## src/rtl/zq_cal_pkg.sv

```systemverilog
package zq_cal_pkg;

  typedef enum logic {
    DIR_DOWN = 1'b0,
    DIR_UP   = 1'b1
  } zq_dir_e;

  // One saturating step of a code in the range 0..top.
  function automatic int unsigned sat_step(input int unsigned cur,
                                           input int unsigned top,
                                           input zq_dir_e dir);
    if (dir == DIR_UP)
      return (cur >= top) ? top : cur + 1;
    else
      return (cur == 0) ? 0 : cur - 1;
  endfunction

endpackage

```

## src/rtl/zq_ivl_timer.sv

```systemverilog
module zq_ivl_timer #(
  parameter int INTERVAL = 64
) (
  input  logic clk,
  input  logic rst_n,
  output logic fire
);
  localparam int CW = (INTERVAL > 2) ? $clog2(INTERVAL) : 1;
  localparam logic [CW-1:0] LAST = CW'(INTERVAL - 1);

  logic [CW-1:0] cnt;

  assign fire = (cnt == LAST);

  always_ff @(posedge clk) begin
    if (!rst_n)    cnt <= '0;
    else if (fire) cnt <= '0;
    else           cnt <= cnt + 1'b1;
  end
endmodule

```

## src/rtl/zq_startup_timer.sv

```systemverilog
module zq_startup_timer #(
  parameter int STARTUP = 32768
) (
  input  logic clk,
  input  logic rst_n,
  output logic done
);
  localparam int CW = $clog2(STARTUP + 1);
  localparam logic [CW-1:0] LAST = CW'(STARTUP - 1);

  logic [CW-1:0] cnt;

  always_ff @(posedge clk) begin
    if (!rst_n) begin
      cnt  <= '0;
      done <= 1'b0;
    end else if (!done) begin
      cnt <= cnt + 1'b1;
      if (cnt == LAST) done <= 1'b1;
    end
  end
endmodule

```

## src/rtl/zq_code_reg.sv

```systemverilog
module zq_code_reg
  import zq_cal_pkg::*;
#(
  parameter int CODE_W    = 5,
  parameter int INIT_CODE = 16
) (
  input  logic              clk,
  input  logic              rst_n,
  input  logic              fire,
  input  logic              cmp_up,
  output logic              stb,
  output logic [CODE_W-1:0] code
);
  localparam int unsigned CODE_MAX = (1 << CODE_W) - 1;

  zq_dir_e           dir_q;
  logic [CODE_W-1:0] code_nxt;

  always_comb code_nxt = CODE_W'(sat_step(int'(code), CODE_MAX, dir_q));

  // Stage 1: capture direction at the interval boundary, raise strobe.
  always_ff @(posedge clk) begin
    if (!rst_n) begin
      dir_q <= DIR_DOWN;
      stb   <= 1'b0;
    end else begin
      stb <= fire;
      if (fire) dir_q <= cmp_up ? DIR_UP : DIR_DOWN;
    end
  end

  // Stage 2: apply the step at the edge that ends the strobe cycle.
  always_ff @(posedge clk) begin
    if (!rst_n)   code <= CODE_W'(INIT_CODE);
    else if (stb) code <= code_nxt;
  end
endmodule

```

## src/rtl/zq_cal_seq.sv

```systemverilog
module zq_cal_seq #(
  parameter int CODE_W    = 5,
  parameter int INIT_CODE = 16,
  parameter int INTERVAL  = 64,
  parameter int STARTUP   = 32768
) (
  input  logic              clk,
  input  logic              rst_n,
  input  logic              cmp_up,
  output logic [CODE_W-1:0] imp_code,
  output logic              eval_stb,
  output logic              cal_done
);
  logic ivl_fire;

  zq_ivl_timer #(.INTERVAL(INTERVAL)) u_ivl (
    .clk  (clk),
    .rst_n(rst_n),
    .fire (ivl_fire)
  );

  zq_startup_timer #(.STARTUP(STARTUP)) u_su (
    .clk  (clk),
    .rst_n(rst_n),
    .done (cal_done)
  );

  zq_code_reg #(.CODE_W(CODE_W), .INIT_CODE(INIT_CODE)) u_code (
    .clk   (clk),
    .rst_n (rst_n),
    .fire  (ivl_fire),
    .cmp_up(cmp_up),
    .stb   (eval_stb),
    .code  (imp_code)
  );
endmodule

```

## config.mk

```make
export PLATFORM = sky130hd
export DESIGN_NAME = zq_cal_seq
export DESIGN_NICKNAME = d
export VERILOG_FILES = /design/src/rtl/zq_cal_pkg.sv /design/src/rtl/zq_ivl_timer.sv /design/src/rtl/zq_startup_timer.sv /design/src/rtl/zq_code_reg.sv /design/src/rtl/zq_cal_seq.sv
export SDC_FILE = /design/constraint.sdc
export NUM_CORES = 1
export LEC_CHECK = 0
export ABC_AREA = 0
export BUFFER_PORTS_ARGS = -buffer_cell sky130_fd_sc_hd__buf_2
export CAP_MARGIN = 20
export CORE_MARGIN = 4
export CORE_UTILIZATION = 40
export CTS_CLUSTER_DIAMETER = 200
export DETAILED_ROUTE_END_ITERATION = 8
export GPL_TIMING_DRIVEN = 0
export PLACE_DENSITY = 0.69
export SYNTH_ARGS = -nofsm -noshare
export SYNTH_HDL_FRONTEND = slang
export SYNTH_HIERARCHICAL = 1
export SYNTH_SLANG_ARGS = --single-unit
```

## constraint.sdc

```tcl
create_clock -name clk -period 1.47 [get_ports clk]
set_input_delay 0.294 -clock clk [delete_from_list [all_inputs] [get_ports clk]]
set_output_delay 0.294 -clock clk [all_outputs]
set_load 0.01 [all_outputs]
```

### Word level (Yosys, flattened, before mapping)

Cells that the tools add are included.
Widths: inputs -> output; s select.

* memories kept: 0
* word-level logic and storage cells: 22
* bits in read-only memories: 0
* input bits: 3
* register bits after elaboration: 30
* bits in latches: 0
* RAM bits: 0

* $add $sub $neg: 4
* $lt $le $gt $ge: 1
* multiply operators: 0
* div/mod/pow operators: 0
* reduce and logical (&&, ||, !) cells: 2
* equality and inequality tests: 2
* shift operators: 0
* bitwise gates (word level): 1
* mux-type cells: 6

Operator list (count)
* $add 16x1->16 const B: 1
* $eq 16x15->1 const B: 1
* $mux 5: 3
* $add 6x1->6 const B: 1
* $eq 6x6->1 const B: 1
* $add 5x1->5 const B: 1
* $ge 5x5->1 const B: 1
* $logic_not 5->1: 1
* $sub 5x1->5 const B: 1
* $mux 1: 3
* $reduce_or 2->1: 1
* $not 1->1: 1

### Logic depth before layout (Yosys ltp)

* word-level depth: 3
* depth in mapped cells: 6

### By module

Netlist, hierarchy kept.

By module, submodules not included
* zq_startup_timer: sequential area each 340.3 sq um, instances 1, cells an instance 81, area each 802.0 sq um
* zq_code_reg: sequential area each 140.1 sq um, instances 1, cells an instance 52, area each 436.7 sq um
* zq_ivl_timer: sequential area each 120.1 sq um, instances 1, cells an instance 25, area each 237.7 sq um

### Worst setup path before layout

No wires, ideal clock.

* path kind: register to register
* start: register u_code.code[0]
* end: register u_code.code[1]
* arrival time: 1.432 ns
* data required time: 1.344 ns
* period minus slack after synthesis: 1.558 ns
* buffers on the path: 0
* library setup time: 0.126 ns
* setup slack: -0.088 ns
* stages on the path, launching flop included: 7
* path through: dfxtp_1 ha_1 and3_1 ha_1 a31o_2 a21boi_1 a21oi_1

* word-level cells in the longest chain between the ends: 3

RTL lines
* start, declared: RTL line zq_code_reg.sv:12 `output logic [CODE_W-1:0] code`
* start signal, assigned: RTL line zq_code_reg.sv:34 `if (!rst_n) code <= CODE_W'(INIT_CODE);`
* start signal, assigned: RTL line zq_code_reg.sv:35 `else if (stb) code <= code_nxt;`
* $sub 5x1->5, or another cell as far along: RTL line zq_cal_pkg.sv:15 `return (cur == 0) ? 0 : cur - 1;`
* $mux 5 (on tied branches): RTL line zq_cal_pkg.sv:15, zq_cal_pkg.sv:13
* $mux 5 (*): RTL line zq_cal_pkg.sv:12 `if (dir == DIR_UP)`

Every way passes the cells marked *; elsewhere a longest branch is shown, timed or not.
A chain may end at the register's enable or synchronous reset.

### Worst setup path after layout

* start: register u_code.code[0]
* end: register u_code.code[0]

The elaborated chain is that of the path after synthesis.

==> flow_metrics.env <==
export IMPL_stdcell_count=229
export IMPL_start_util=0.4289
export IMPL_ys_top_cells_by_area="dfxtp_1 (41%), xnor2_1 (6.5%), and2_1 (5.9%)"
export IMPL_drt_iter0_drc=135
export IMPL_yosysWarnings=6
export IMPL_yosys_area_top_type="dfxtp_1"
export IMPL_status="finished clean"
export IMPL_worst_path_dominant_cell_family="compound AO/OA/AOI/OAI gates"
export IMPL_end_kind="register"
export IMPL_synth_most_common_cell="dfxtp_1"
export IMPL_min_period_ns=1.454
export IMPL_switchingPower_w=0.0003300
export IMPL_synthFlopType="dfxtp_1"
export IMPL_ys_async_sr_fraction=0
export IMPL_die_x_um=68.76
export IMPL_power_frac_seq=0.538
export IMPL_drt_wl_total_um=3000
export IMPL_slowest_stage="dfxtp_4"
export IMPL_post_dp_hpwl_um=1943
export IMPL_numClockSinks=30
export IMPL_slew_headroom=0.6631
export IMPL_hold_class="primary input to register"
export IMPL_arrival_ns=1.61
export IMPL_gr_total_overflow=0
export IMPL_seq_area_frac_synth=0.4068
export IMPL_postCtsHoldBufs=0
export IMPL_cts_buffers=5
export IMPL_required_ns=1.63
export IMPL_core_area_um2=3442
export IMPL_cts_tree="built"
export IMPL_ys_seq_elements=30
export IMPL_clk_path_buf_depth=2
export IMPL_final_hold_viol_count=0
export IMPL_crit_path_frequent_cell="ha_4"
export IMPL_wire_per_inst_um=13.10
export IMPL_fin_area_um2=1852
export IMPL_syn_num_nets=166
export IMPL_synth_area_per_cell_um2=9.344
export IMPL_finalSetupViolCount=0
export IMPL_path_clk_slew_ns=0.06
export IMPL_grt_max_degree=20
export IMPL_nFillCells=302
export IMPL_worst_pin_slew_ns=0.5054
export IMPL_swShare=0.2126
export IMPL_synth_cell_types=38
export IMPL_grt_pass1_wl_um=5085
export IMPL_max_stage_delay_ns=0.36
export IMPL_ys_top_cells_by_count="dfxtp_1 (30), and2_1 (14), xnor2_1 (11), o21ai_0 (10)"
export IMPL_pin_count=10
export IMPL_tns_ns=0
export IMPL_io_buffers=9
export IMPL_num_antenna_cells=0
export IMPL_syn_inst=158
export IMPL_ant_nets=0
export IMPL_pwr_share_clk=0.431
export IMPL_drv_cap=0
export IMPL_total_power_w=0.001552
export IMPL_crit_fanout=4
export IMPL_fp_dieH_um=68.76
export IMPL_ir_drop_mv=0.4733
export IMPL_path_buf_inv=0
export IMPL_pwr_density_cell_nw_per_um2=838.3
export IMPL_vias=1194
export IMPL_place_congestion=0.8386
export IMPL_slew_viol_final=0
export IMPL_rsz0062_at_grt="true"
export IMPL_netlist_area_leader_share=0.4068
export IMPL_clk_latency_ns=0.27
export IMPL_antenna_found_initial=0
export IMPL_intPower_w=0.001222
export IMPL_drive_gt1_frac=0.2896
export IMPL_dp_cells=213
export IMPL_vias_per_cell=5.214
export IMPL_leakagePower_nw=0.7157
export IMPL_drcViolationCount=0
export IMPL_htree_levels=2
export IMPL_firstDrtPassIters=4
export IMPL_crit_chain="ha_4 > and3_4 > ha_4 > a31o_4 > o21ai_0 > a21oi_1"
export IMPL_min_period_over_period=0.9894
export IMPL_syn_area_um2=1476
export IMPL_crit_type="register to register"
export IMPL_nets=190
export IMPL_syn2layout_area_growth_pct=25.42
export IMPL_grt_usage=0.1443
export IMPL_rows=21
export IMPL_synth_edf_count=0
export IMPL_power_frac_comb=0.031
export IMPL_die_area_um2=4727
export IMPL_grt_pass1_vias=1152
export IMPL_fmax_ghz=0.6876
export IMPL_place_area_um2=1588
export IMPL_fin_skew_ns=0.001195
export IMPL_startpoint_type="register"
export IMPL_root_buffer="clkbuf_8"
worst paths after layout:
path                                      from        endpoint  slack [ns]  cells after the start
worst max-delay path            u_code/code[0]  u_code/code[0]        0.02                      6
worst min register to register    u_ivl/cnt[0]    u_ivl/cnt[0]        0.47                      1
worst max register to register  u_code/code[0]  u_code/code[0]        0.02                      6
worst min-delay path                    cmp_up    u_code/dir_q        0.30                      3
per-layer routing:
metal / share of wire / track usage / up-vias
met5: 0 / 0 / -
met4: 0.011 / 0.05109 / 0
met3: 0.046 / 0.05511 / 5
met2: 0.48 / 0.2348 / 21
met1: 0.46 / 0.1728 / 562
li1: - / - / 606
registers in the layout, indices dropped and copies added, names as in the netlist:
signal / flops
u_ivl/cnt: 6
u_code/stb: 1
u_su/cnt: 16
u_code/code: 5
u_su/done: 1
u_code/dir_q: 1
kinds of logic after synthesis:
kind of cell / after synthesis / synth area share
AO/OA/AOI/OAI: 29 / 0.1237
XOR/XNOR: 15 / 0.08898
adder cells (fa/ha/maj): 5 / 0.04237
buffers and inverters: 9 / 0.03813
flip-flops: 30 / 0.4068
multiplexers: 2 / 0.01356
AND/OR/NAND/NOR: 68 / 0.2864
worst reg2reg max path, delay by kind of cell, from the launching register on:
kind            cells  cell delay, ns
fa+ha+maj           2            0.31
simple gates        1            0.18
compound gates      3            0.49
flops               1            0.36
area by class of cell:
cell class / count / area (um2) / area share
plain buffers: 4 / 30.03 / 0.01622
clock buffers: 7 / 86.33 / 0.04662
clock inverters: 1 / 5.005 / 0.002703
inverters: 3 / 11.26 / 0.006081
multi-input cells: 119 / 927.1 / 0.5007
flip-flops and latches: 30 / 614.3 / 0.3318
well taps: 46 / 57.56 / 0.03108
repair buffers: 19 / 120.1 / 0.06486
timing repair:
| item | 4_1_cts | 5_1_grt |
|---|---|---|
| buffers inserted | 8 | 2 |
| pin swaps | 5 | 10 |
| resized for setup | 11 | 13 |
| setup endpoints to repair | 7 | 9 |
cells in the final DEF, fill, tap and decap left out, types with 2 or more instances in the layout:
cell	count
o21a_1	2
nor2b_1	3
buf_2	9
o21ai_0	10
nand3_1	6
dfxtp_4	3
buf_6	2
dfxtp_1	25
xor2_1	4
clkbuf_8	6
or3_1	4
nand2b_1	2
ha_4	3
dfxtp_2	2
nor2_1	6
a21oi_2	2
a21oi_1	4
a21boi_1	3
nand3_2	2
nand4_1	6
o211ai_1	2
nand2_1	7
nor4_2	2
buf_4	10
nor3b_1	2
o31ai_1	2
and4b_1	2
xnor2_1	11
clkbuf_1	3
inv_1	3
mux2i_1	2
and2_1	14
power groups by stage:
| stage | combinational, W | sequential, W | clock [W] |
|---|---|---|---|
| 2_1_floorplan | 0.0000328 | 0.000855 | 0 |
| 3_3_place_gp | 0.0000466 | 0.000856 | 0 |
| 3_5_place_dp | 0.0000476 | 0.000857 | 0 |
| 4_1_cts | 0.0000490 | 0.000836 | 0.000693 |
| 5_1_grt | 0.0000586 | 0.000837 | 0.000730 |
| 6_report | 0.0000485 | 0.000835 | 0.000669 |
per-stage QoR:
step	worst slack (ns)	utilization	hold WS, ns
floorplan	0.02666	-	0.3658
global placement	-0.03199	0.4613	0.4376
CTS	0.003237	0.5176	0.2925
global route	-0.08227	0.5380	0.2924
finish	0.01556	0.5380	0.2973
detailed placement	-0.08597	0.4613	0.4604
(Power assumes the default switching activity.)
